==> src/rtl/link_port_ctl.sv <==
module link_port_ctl #(
  parameter int LANES = 4,
  parameter int AW = 8,
  parameter logic [AW-1:0] CSR_ADDR = 8'h5C
) (
  input  logic          clk,
  input  logic          rst_n,
  input  logic          csr_wr,
  input  logic [AW-1:0] csr_addr,
  input  logic [31:0]   csr_wdata,
  output logic [31:0]   csr_rdata,
  input  logic [2:0]    trained_width,
  input  logic          tx_wr_valid,
  output logic          tx_wr_accept,
  output logic          tx_flush,
  input  logic          tx_pkt_req,
  input  logic          tx_pkt_maint,
  output logic          tx_pkt_grant,
  input  logic          rx_valid_in,
  output logic          rx_valid_out,
  output logic          rx_flush,
  output logic          drv_idle_only,
  output logic          force_lane0,
  output logic          force_redund,
  output logic          force_reinit
);

  localparam logic [1:0] BUILT = (LANES == 4) ? 2'b01 : (LANES == 2) ? 2'b10 : 2'b00;
  localparam logic [2:0] OVR_NONE = 3'b000;
  localparam logic [2:0] OVR_L0   = 3'b010;
  localparam logic [2:0] OVR_RED  = 3'b011;

  logic [2:0] ovr_q;
  logic       dis_q, oe_q, reinit_q;

  wire        sel    = csr_addr == CSR_ADDR;
  wire        hit    = csr_wr && sel;
  wire [2:0]  ovr_w  = csr_wdata[26:24];
  wire        ovr_ok = (ovr_w == OVR_NONE) || (ovr_w == OVR_L0) || (ovr_w == OVR_RED);
  wire        unused_wbits = ^{csr_wdata[31:27], csr_wdata[21:0]};

  always_ff @(posedge clk) begin
    if (!rst_n) begin
      ovr_q    <= OVR_NONE;
      dis_q    <= 1'b0;
      oe_q     <= 1'b1;
      reinit_q <= 1'b0;
    end else begin
      reinit_q <= hit && dis_q && !csr_wdata[23];
      if (hit) begin
        if (ovr_ok) ovr_q <= ovr_w;
        dis_q <= csr_wdata[23];
        oe_q  <= csr_wdata[22];
      end
    end
  end

  assign csr_rdata     = sel ? {BUILT, trained_width, ovr_q, dis_q, oe_q, 22'd0} : 32'd0;
  assign tx_flush      = dis_q;
  assign rx_flush      = dis_q;
  assign drv_idle_only = dis_q;
  assign tx_wr_accept  = tx_wr_valid && !dis_q;
  assign rx_valid_out  = rx_valid_in && !dis_q;
  assign tx_pkt_grant  = tx_pkt_req && !dis_q && (oe_q || tx_pkt_maint);
  assign force_lane0   = ovr_q == OVR_L0;
  assign force_redund  = ovr_q == OVR_RED;
  assign force_reinit  = reinit_q;


  override_onehot_chk: assert property (@(posedge clk) disable iff (!rst_n)
    !(force_lane0 && force_redund));


  reserved_ovr_chk: assert property (@(posedge clk) disable iff (!rst_n)
    (hit && !ovr_ok) |=> (csr_rdata[26:24] == $past(ovr_q) || !sel));


  reinit_single_chk: assert property (@(posedge clk) disable iff (!rst_n)
    force_reinit |=> !force_reinit);


  reinit_on_fall_chk: assert property (@(posedge clk) disable iff (!rst_n)
    force_reinit == $fell(dis_q));


  disabled_gate_chk: assert property (@(posedge clk) disable iff (!rst_n)
    tx_flush |-> (!tx_wr_accept && !tx_pkt_grant && !rx_valid_out));


  maint_only_chk: assert property (@(posedge clk) disable iff (!rst_n)
    (tx_pkt_grant && !tx_pkt_maint) |-> oe_q);

endmodule

==> config.mk <==
export PLATFORM = sky130hd
export DESIGN_NAME = link_port_ctl
export DESIGN_NICKNAME = d
export VERILOG_FILES = /design/src/rtl/link_port_ctl.sv
export SDC_FILE = /design/constraint.sdc
export NUM_CORES = 1
export LEC_CHECK = 0
export BUFFER_PORTS_ARGS = -buffer_cell sky130_fd_sc_hd__buf_2
export CAP_MARGIN = 40
export CORE_ASPECT_RATIO = 0.7
export CORE_UTILIZATION = 29
export DETAILED_ROUTE_END_ITERATION = 8
export PLACE_DENSITY = 0.89
export SLEW_MARGIN = 15
export SYNTH_ARGS = -nofsm -noshare
export SYNTH_HDL_FRONTEND = slang
export SYNTH_SLANG_ARGS = --single-unit
==> constraint.sdc <==
create_clock -name clk -period 1.65 [get_ports clk]
set_input_delay 0.0825 -clock clk [delete_from_list [all_inputs] [get_ports clk]]
set_output_delay 0.0825 -clock clk [all_outputs]
set_load 0.02 [all_outputs]
# Yosys cells after proc, flatten, opt, wreduce, memory -nomap -nowiden
# Index checks and enable logic that the tools add are counted.
# classes
reduce_logical	14
n_mux	1
n_eq_ne	5
# ops
cell	count
$mux W31	1
$eq A3 B2 Y1 const B	4
$eq A8 B7 Y1 const B	1
$logic_and A1 B1 Y1	7
$logic_not A3 Y1	1
$logic_or A1 B1 Y1	3
$logic_not A1 Y1	2
$reduce_and A2 Y1	1
# totals
elab_cells	24
register_bits	6
out_inout_bits	41
input_bits	50

# Logic depth before layout (Yosys ltp)
# Gate-level depths: netlist (run 1).
# logic_depth
word_depth	4
ltp_mapped	5
ltp_nobuf	4

# Worst setup path before layout (run 1)
# Ideal clock, no wire load.
# synth_timing
path_type	flip-flop to output port
from	register dis_q (netlist: drv_idle_only)
to	output tx_pkt_grant
required_ns	1.567
path_slack_ns	0.574
path_stages_with_launch	2
arrival_time_ns	0.994
path_buffers	0
path_cell_list	dfxtp_1 nor3b_1
# synth_between
elab_chain_cells	3
# synth_lines
item	line	text
start: declaration	34	logic dis_q, oe_q, reinit_q;
start signal: assignment	52	dis_q <= csr_wdata[23];
$logic_not A1 Y1	64	assign tx_pkt_grant = tx_pkt_req && !dis_q && (oe_q || tx_pkt_maint);
$logic_and A1 B1 Y1 (2 in series)	64	
end: declaration	18	output logic tx_pkt_grant,
# Every way passes these cells.

# Worst setup path in the final report (run 1)
# layout_timing
from	input csr_addr[7]
to	output csr_rdata[28]
# layout_between
elab_chain_cells	2
# layout_lines
item	line	text
start: declaration	9	input logic [AW-1:0] csr_addr,
$eq A8 B7 Y1	36	wire sel = csr_addr == CSR_ADDR;
$mux W31	58	assign csr_rdata = sel ? {BUILT, trained_width, ovr_q, dis_q, oe_q, 22'd0} : 32'd0;
end: declaration	11	output logic [31:0] csr_rdata,
# Every way passes these cells.

==> impl_metrics.tcl, run 1 <==
set metrics [dict create \
    fin_nets 164 \
    hold_start "csr_wdata[23]" \
    ctsRootBufferMaster "clkbuf_4" \
    netlist_instances 73 \
    max-cap-violations 0 \
    placementRows 12 \
    cp.required_ps 1570 \
    max_freq_mhz 771 \
    clockBufferDepth 2 \
    final_cell_area_um2 699 \
    ys_warn_count 0 \
    first_global_vias 407 \
    gp_congestion 0.638 \
    period_minus_slack_ps 1300 \
    drt_first_pass_iters 4 \
    antenna_found_initial 0 \
    start_util_pct 32.8 \
    min_period_over_period_pct 78.6 \
    yosysUniqueCellTypes 22 \
    pin_count 91 \
    drive_gt1_share_pct 42.0 \
    critPathKind "input port to primary output" \
    path_buf_inv 3 \
    fin_setup_tns_ps 0 \
    clk_pin_slew_ps 40 \
    final-hold-violation-count 0 \
    viasPerCell 3.95 \
    start_kind "input port" \
    htreeDepth 1 \
    setup_violations 0 \
    path_max_fanout 10 \
    place_area_um2 677 \
    die_area_mm2 0.00210 \
    clock_sinks 6 \
    cts_tree "yes" \
    postRouteAntennaNets 0 \
    rrSetupSlack_ps 910 \
    cts_buffers 3 \
    vias 526 \
    crit_chain "buf_2, nand4b_1, nor4_1, buf_4, and2_1, buf_2" \
    finClkSkew_ps 0.0893 \
    grt_pass1_wl_um 1610 \
    ir_worst_vdd_mv 0.176 \
    fill_cells 183 \
    power.leakage_nw 0.435 \
    cp_slowest_cell "nor4_1" \
    clk_latency_ps 240 \
    cts_resized 0 \
    drc 0 \
    grt_max_degree 11 \
    arrival_ps 1210 \
    power_w 0.000372 \
    overflow 0 \
    r2r-start "drv_idle_only" \
    hp-class "input port to flip-flop" \
    cpMostUsedCell "buf_2" \
    synth_seq_cells 6 \
    rsz0062_at_grt "no" \
    dp_hpwl_um 984 \
    grt_usage_pct 11.2 \
    endpoint_kind "primary output" \
    area_delta_synth_final_pct 25.6 \
    die_w_um 54.4 \
    drt_wl_total_um 1180 \
    hold_buffers 0 \
    ys_seq_area_share_pct 21.6 \
    setup.worst_path.start "csr_addr[7]" \
    drt-initial-drc-count 2 \
    slew_violations 0 \
    route.detailed.wl_per_inst_um 8.86 \
    die_h_um 38.7 \
    synth.avg_cell_area_um2 7.63 \
    crit_family "simple AND/OR/NAND/NOR gates" \
    fp.coreArea_mm2 0.00170 \
    post_cts.repair.setup_buffers 0 \
    synth_area_um2 557 \
    critical-path-max-stage-delay_ps 350 \
    power_density_mw_per_mm2 532 \
    diodes 0 \
    port_buffers 40 \
    outcome "completed" \
]
[per-stage QoR]
step | utilization (%) | std cells | hold slack [ps] | worst slack, ps
floorplan | - | 95 | 152 | 574
global placement | 39.9 | 130 | 265 | 339
detailed placement | 39.9 | 130 | 272 | 328
CTS | 41.2 | 133 | 15.7 | 320
global route | 41.2 | 133 | 30.1 | 207
finish | 41.2 | 133 | 23.1 | 353
[power by group]
group	switching (W)	total, W	internal, W
clock	0.0000485	0.000131	0.0000820
combinational	0.0000688	0.0000956	0.0000268
sequential	0.000000134	0.000146	0.000146
total	0.000117	0.000372	0.000254
[per-layer routing]
layer	share of wire (%)	wire [µm]	global-route usage (%)	vias up
met5	0	0	0	-
met4	1.6	19	11.5	0
met3	12	141	1.18	2
met2	52	611	20.4	37
met1	34	406	10.8	223
li1	-	-	-	264
[cell families (layout without fill, tap and decap cells)]
group | Yosys count | in the layout | synth area share (%)
AO/OA/AOI/OAI | 2 | 2 | 1.80
buffers and inverters | 30 | 47 | 38.0
flip-flops | 6 | 6 | 21.6
multiplexers | 2 | 2 | 3.60
other | 1 | 23 | 0.674
AND/OR/NAND/NOR | 32 | 32 | 34.4
[worst paths after layout]
| path | endpoint | cells after the start |
|---|---|---|
| max | csr_rdata[28] | 6 |
| min | force_reinit | 2 |
| min reg2reg | ovr_q[1] | 2 |
| max reg2reg | force_reinit | 2 |
[cells in the final DEF, fill, tap and decap left out]
cell / Yosys / final
clkbuf_4: 0 / 3
dfxtp_1: 6 / 6
inv_1: 2 / 2
and3_1: 1 / 1
nor3_2: 1 / 1
buf_2: 1 / 40
and2_1: 8 / 8
nor4_1: 1 / 1
or4b_4: 1 / 1
nand2b_1: 1 / 1
and3b_1: 1 / 1
nand2_1: 7 / 7
o21ai_1: 1 / 1
nand4b_1: 1 / 1
nor2_1: 2 / 2
conb_1: 1 / 23
a21oi_1: 1 / 1
nor3b_1: 2 / 2
nand3_1: 4 / 4
nor2b_1: 2 / 2
buf_4: 26 / 2
mux2i_1: 2 / 2
[registers in the layout (all words and copies together), names as in the netlist]
signal / count
ovr_q: 3
oe_q: 1
force_reinit: 1
drv_idle_only: 1
[final cells by class]
cell class / instances / area [µm²] / share of cell area [%]
clock buffer: 3 / 22.5 / 3.22
inverter: 2 / 7.51 / 1.07
timing repair buffer: 42 / 215 / 30.8
multi-input combinational: 59 / 308 / 44.0
tap: 21 / 26.3 / 3.76
sequential: 6 / 120 / 17.2
[synthesized netlist by cell type (all sizes together)]
| library cell | number | area (µm²) |
|---|---|---|
| inv | 2 | 7.51 |
| nand2b | 1 | 6.26 |
| or4b | 1 | 13.8 |
| and2 | 8 | 50.1 |
| nor3 | 1 | 10.0 |
| o21ai | 1 | 5.00 |
| and3 | 1 | 6.26 |
| nor2 | 2 | 7.51 |
| nand4b | 1 | 8.76 |
| mux2i | 2 | 20.0 |
| conb | 1 | 3.75 |
| nand2 | 7 | 26.3 |
| nor4 | 1 | 6.26 |
| buf | 28 | 204 |
| nand3 | 4 | 20.0 |
| nor3b | 2 | 15.0 |
| nor2b | 2 | 12.5 |
| dfxtp | 6 | 120 |
| a21oi | 1 | 5.00 |
| and3b | 1 | 8.76 |
(Power assumes the default switching activity.)
==> run 2: changes to the inputs <==
Settings changed: CORE_UTILIZATION 29 to 25, PLACE_DENSITY 0.89 to 0.82.
Clock period 1.65 ns to 1.1 ns, I/O delays scaled along.
==> run 2 against run 1 <==
Net effect:
- the run now ends with setup timing left
- final area up 13%
- die area up 15%
- combinational power grew 60%
- critical path type unchanged
- largest power group unchanged
- highest routed layer is now met3
==> impl_metrics.tcl, run 2 (synthesis results as in run 1) <==
set metrics [dict create \
    outcome "finished, violations left" \
    violations "setup timing" \
    mostFrequentLayoutCells "32 x buf_2, 23 x conb_1, 8 x buf_6" \
    cts_tree "yes" \
    post_cts.repair.setup_buffers 0 \
    drt_wl_total_um 1190 \
    final-hold-violation-count 0 \
    first_global_vias 410 \
    place_area_um2 681 \
    area_delta_synth_final_pct 42.2 \
    placementRows 13 \
    ir_worst_vdd_mv 0.220 \
    grt_max_degree 12 \
    p_clk_share_pct 34.2 \
    p_seq_share_pct 38.8 \
    cpMostUsedCell "buf_6" \
    clockBufferDepth 2 \
    crit_family "simple AND/OR/NAND/NOR gates" \
    route.detailed.wl_per_inst_um 8.34 \
    htreeDepth 1 \
    rsz0062_at_grt "yes" \
    gp_congestion 0.612 \
    drive_gt1_share_pct 45.1 \
    hp-class "input port to flip-flop" \
    place_inst 138 \
    cp_slowest_cell "nor4_4" \
    die_h_um 41.5 \
    vias 529 \
    max_freq_mhz 850 \
    timing.final.ws_setup_ps -77.1 \
    drt_first_pass_iters 2 \
    start_kind "input port" \
    overflow 0 \
    final_common_cell "buf_2" \
    final_cell_area_um2 792 \
    ctsRootBufferMaster "clkbuf_4" \
    cp.required_ps 1040 \
    fp.coreArea_mm2 0.00197 \
    slew_violations 0 \
    grt_usage_pct 8.25 \
    hold_start "csr_wdata[22]" \
    clk_pin_slew_ps 40 \
    pin_count 91 \
    antenna_found_initial 0 \
    setup_violations 8 \
    dp_hpwl_um 942 \
    min_period_over_period_pct 107 \
    grt_pass1_wl_um 1540 \
    p_comb_share_pct 27.1 \
    path_buf_inv 3 \
    arrival_ps 1120 \
    critPathKind "input port to primary output" \
    cts_buffers 3 \
    critical-path-max-stage-delay_ps 290 \
    diodes 0 \
    fin_nets 165 \
    r2r-start "drv_idle_only" \
    path_max_fanout 5 \
    power.share.switching_pct 31.4 \
    hold-worst-slack_ps 64.4 \
    period_minus_slack_ps 1180 \
    postRouteAntennaNets 0 \
    port_buffers 40 \
    clock_sinks 6 \
    crit_chain "buf_6, nand4b_1, nor4_4, buf_2, and2_1, buf_6" \
    die_area_mm2 0.00242 \
    largest_reg_flops 3 \
    p_sw_w 0.000177 \
    max-cap-violations 0 \
    drt-initial-drc-count 3 \
    viasPerCell 3.70 \
    internal_power_w 0.000387 \
    power_w 0.000564 \
    power_density_mw_per_mm2 712 \
    endpoint_kind "primary output" \
    power.leakage_nw 0.453 \
    final_cell_count_no_fill 143 \
    die_w_um 58.4 \
    drc 0 \
    clk_latency_ps 230 \
    final_util_pct 40.2 \
    top_register "ovr_q" \
    setup.worst_path.start "csr_addr[7]" \
    finClkSkew_ps 0.0254 \
    start_util_pct 28.3 \
]
## run 2: cell count changes in the layout (fill, tap and decap cells not counted)
cell           previous run  this run
and2_1                    8         6
and2_4                    0         2
buf_2                    40        32
buf_6                     0         8
dfxtp_1                   6         5
dfxtp_2                   0         1
dlygate4sd3_1             0         1
nor4_1                    1         0
nor4_4                    0         1
## run 2: per-layer routing
metal | track usage (%) | wire [µm] | vias up
met5 | 0 | 0 | -
met4 | 5.71 | 0 | 0
met3 | 0.935 | 111 | 0
met2 | 15.2 | 624 | 35
met1 | 8.65 | 456 | 227
li1 | - | - | 267
## run 2: path summary, 6_finish.rpt
check / to / slack (ps) / cells past startpoint
setup / recovery: csr_rdata[22] / -80 / 6
hold / removal: oe_q / 60 / 3
hold reg to reg: ovr_q[0] / 490 / 2
setup reg to reg: force_reinit / 450 / 2
## run 2: final cells by class
cell class              count  area [µm²]
clock buffers               3        22.5
fillers                   211        1180
inverters                   2        7.51
multi-input cells          59         328
flip-flops and latches      6         121
well taps                  30        37.5
repair buffers             43         275
## run 2: power groups by stage
stage,combinational (W),clock [W],sequential [W]
3_5_place_dp,0.000142,0,0.000222
4_1_cts,0.000145,0.000200,0.000219
5_1_grt,0.000164,0.000214,0.000218
6_report,0.000153,0.000193,0.000219
3_3_place_gp,0.000141,0,0.000222
2_1_floorplan,0.000158,0,0.000222
## run 2: tightest hold or removal path: stages
cell and delay (ps):
buf_2 80, nand3_1 60, nand3_1 80
## run 2: what timing repair did
item	CTS	global route
hold buffers	1	0
hold endpoints to repair	1	0
endpoints found under the setup margin	8	11
gates cloned	0	1
gates resized for setup	10	12
pin swaps	0	1
## run 2: per-stage QoR
stage	worst slack [ps]	setup TNS (ps)
floorplan	51.4	0
global placement	-162	-755
detailed placement	-209	-1120
CTS	-51.7	-333
global route	-164	-1440
finish	-77.1	-509
==> run 3: changes to the inputs <==
Settings changed: BUFFER_PORTS_ARGS -buffer_cell sky130_fd_sc_hd__buf_2 to default, CORE_AREA from default to 2 2 39 41, CORE_ASPECT_RATIO 0.7 to default, CORE_UTILIZATION 25 to default, DIE_AREA from default to 0 0 41 43, DONT_BUFFER_PORTS from default to 1, PLACE_DENSITY 0.82 to 0.64.
==> run 3 against run 2 <==
Net effect:
- the run still ends with setup timing left
- clock skew about the same
- sequential share of layout area up 2.6 points
- clock power rose by 3%
- final area shrank 15%
- total power down 3.4%
- worst hold slack improved by 12 ps
- global-route usage increased by 3.9 points
- fmax decreased by 6.9%
- critical path type unchanged
- largest cell class unchanged
- highest routed layer is now met4
==> impl_metrics.tcl, run 3 (synthesis results as in run 1) <==
set metrics [dict create \
    outcome "finished, violations left" \
    violations "setup timing" \
    drc 0 \
    start_util_pct 40.2 \
    largest_reg_flops 3 \
    cts_tree "yes" \
    die_h_um 43 \
    vias 460 \
    hold-worst-slack_ps 76.7 \
    max_freq_mhz 791 \
    final_cell_area_um2 676 \
    timing.final.ws_setup_ps -164 \
    grt_pass1_wl_um 1430 \
    antenna_found_initial 0 \
    setup_violations 9 \
    ir_worst_vdd_mv 0.243 \
    place_area_um2 507 \
    clk_latency_ps 240 \
    top_register "ovr_q" \
    final-hold-violation-count 0 \
    die_area_mm2 0.00176 \
    drt_wl_total_um 1130 \
    worst_pin_slew_ps 537 \
    ctsRootBufferMaster "clkbuf_4" \
    placementRows 14 \
    port_buffers 0 \
    area_delta_synth_final_pct 21.3 \
    slew_violations 0 \
    final_util_pct 48.8 \
    period_minus_slack_ps 1260 \
    rsz0062_at_grt "yes" \
    hp-class "input port to flip-flop" \
    viasPerCell 4.55 \
    first_global_vias 385 \
    path_max_fanout 5 \
    drt-initial-drc-count 7 \
    min_period_over_period_pct 115 \
    critical-path-max-stage-delay_ps 520 \
    critPathKind "input port to primary output" \
    endpoint_kind "primary output" \
    htreeDepth 1 \
    final_common_cell "conb_1" \
    die_w_um 41 \
    dp_hpwl_um 813 \
    drt_first_pass_iters 4 \
    finClkSkew_ps 0.0528 \
    grt_max_degree 10 \
    crit_family "simple AND/OR/NAND/NOR gates" \
    power_density_mw_per_mm2 806 \
    clk_pin_slew_ps 40 \
    start_kind "input port" \
    max-cap-violations 0 \
    clock_sinks 6 \
    dp_slack_ps -528 \
    pin_count 91 \
    place_inst 89 \
    overflow 0 \
    final_cell_count_no_fill 101 \
    grt_usage_pct 12.2 \
    cp.required_ps 1040 \
    clockBufferDepth 2 \
    cp_slowest_cell "nor4_4" \
    path_buf_inv 1 \
    route.detailed.wl_per_inst_um 11.2 \
    fin_nets 137 \
    worst_slew_margin_rel_pct 63.9 \
    drive_gt1_share_pct 36.5 \
    cts_buffers 3 \
    power.leakage_nw 0.342 \
    arrival_ps 1210 \
    postRouteAntennaNets 0 \
    gp_congestion 0.619 \
    crit_chain "nand4b_1, nor4_4, buf_4, and2_4" \
    diodes 0 \
    mostFrequentLayoutCells "23 x conb_1, 8 x and2_4, 8 x buf_4" \
    fp.coreArea_mm2 0.00138 \
]
==> run 3: what timing repair did <==
action                                  CTS  global route
setup buffers                             4             0
endpoints found under the hold margin     6             0
hold buffers                              6             0
pin swaps                                 2             0
endpoints found under the setup margin   12            16
cloned                                    1             0
gates resized for setup                  18            11
==> run 3: where the power goes <==
group | switching, W | internal (W) | total, W
clock | 0.0000758 | 0.000123 | 0.000199
combinational | 0.0000973 | 0.0000301 | 0.000127
sequential | 0.000000233 | 0.000218 | 0.000219
total | 0.000173 | 0.000372 | 0.000545
==> run 3: layer usage <==
metal	up-vias	share of wire (%)	routed length (µm)	global-route usage [%]
li1	211	-	-	-
met1	202	33	372	11.0
met2	45	51	575	21.6
met3	2	15	164	0
met4	0	1.2	14	12.0
met5	-	0	0	0
==> run 3: tightest hold or removal path: stages <==
cell	delay, ps
inv_1	30
or4b_4	140
nor3_2	40
==> run 3: final timing paths <==
| check | start | endpoint | slack, ps | cells past startpoint |
|---|---|---|---|---|
| max | csr_addr[7] | csr_rdata[26] | -160 | 4 |
| min | csr_wr | force_reinit | 80 | 3 |
| max reg2reg | drv_idle_only | force_reinit | 410 | 2 |
| min reg2reg | oe_q | oe_q | 510 | 2 |
==> run 3: area by class of cell <==
type / instances / area, µm²
well taps: 16 / 20.0
flip-flops and latches: 6 / 121
repair buffers: 15 / 131
inverters: 2 / 7.51
clock buffers: 3 / 22.5
multi-input cells: 59 / 373
fillers: 140 / 708
==> run 3: metrics by stage <==
step | setup TNS, ps | total power [W]
after global routing | -2260 | 0.000565
final | -1320 | 0.000545
after CTS | -1560 | 0.000548
after detailed placement | -5290 | 0.000319
after global placement | -4520 | 0.000319
after floorplan | 0 | 0.000381
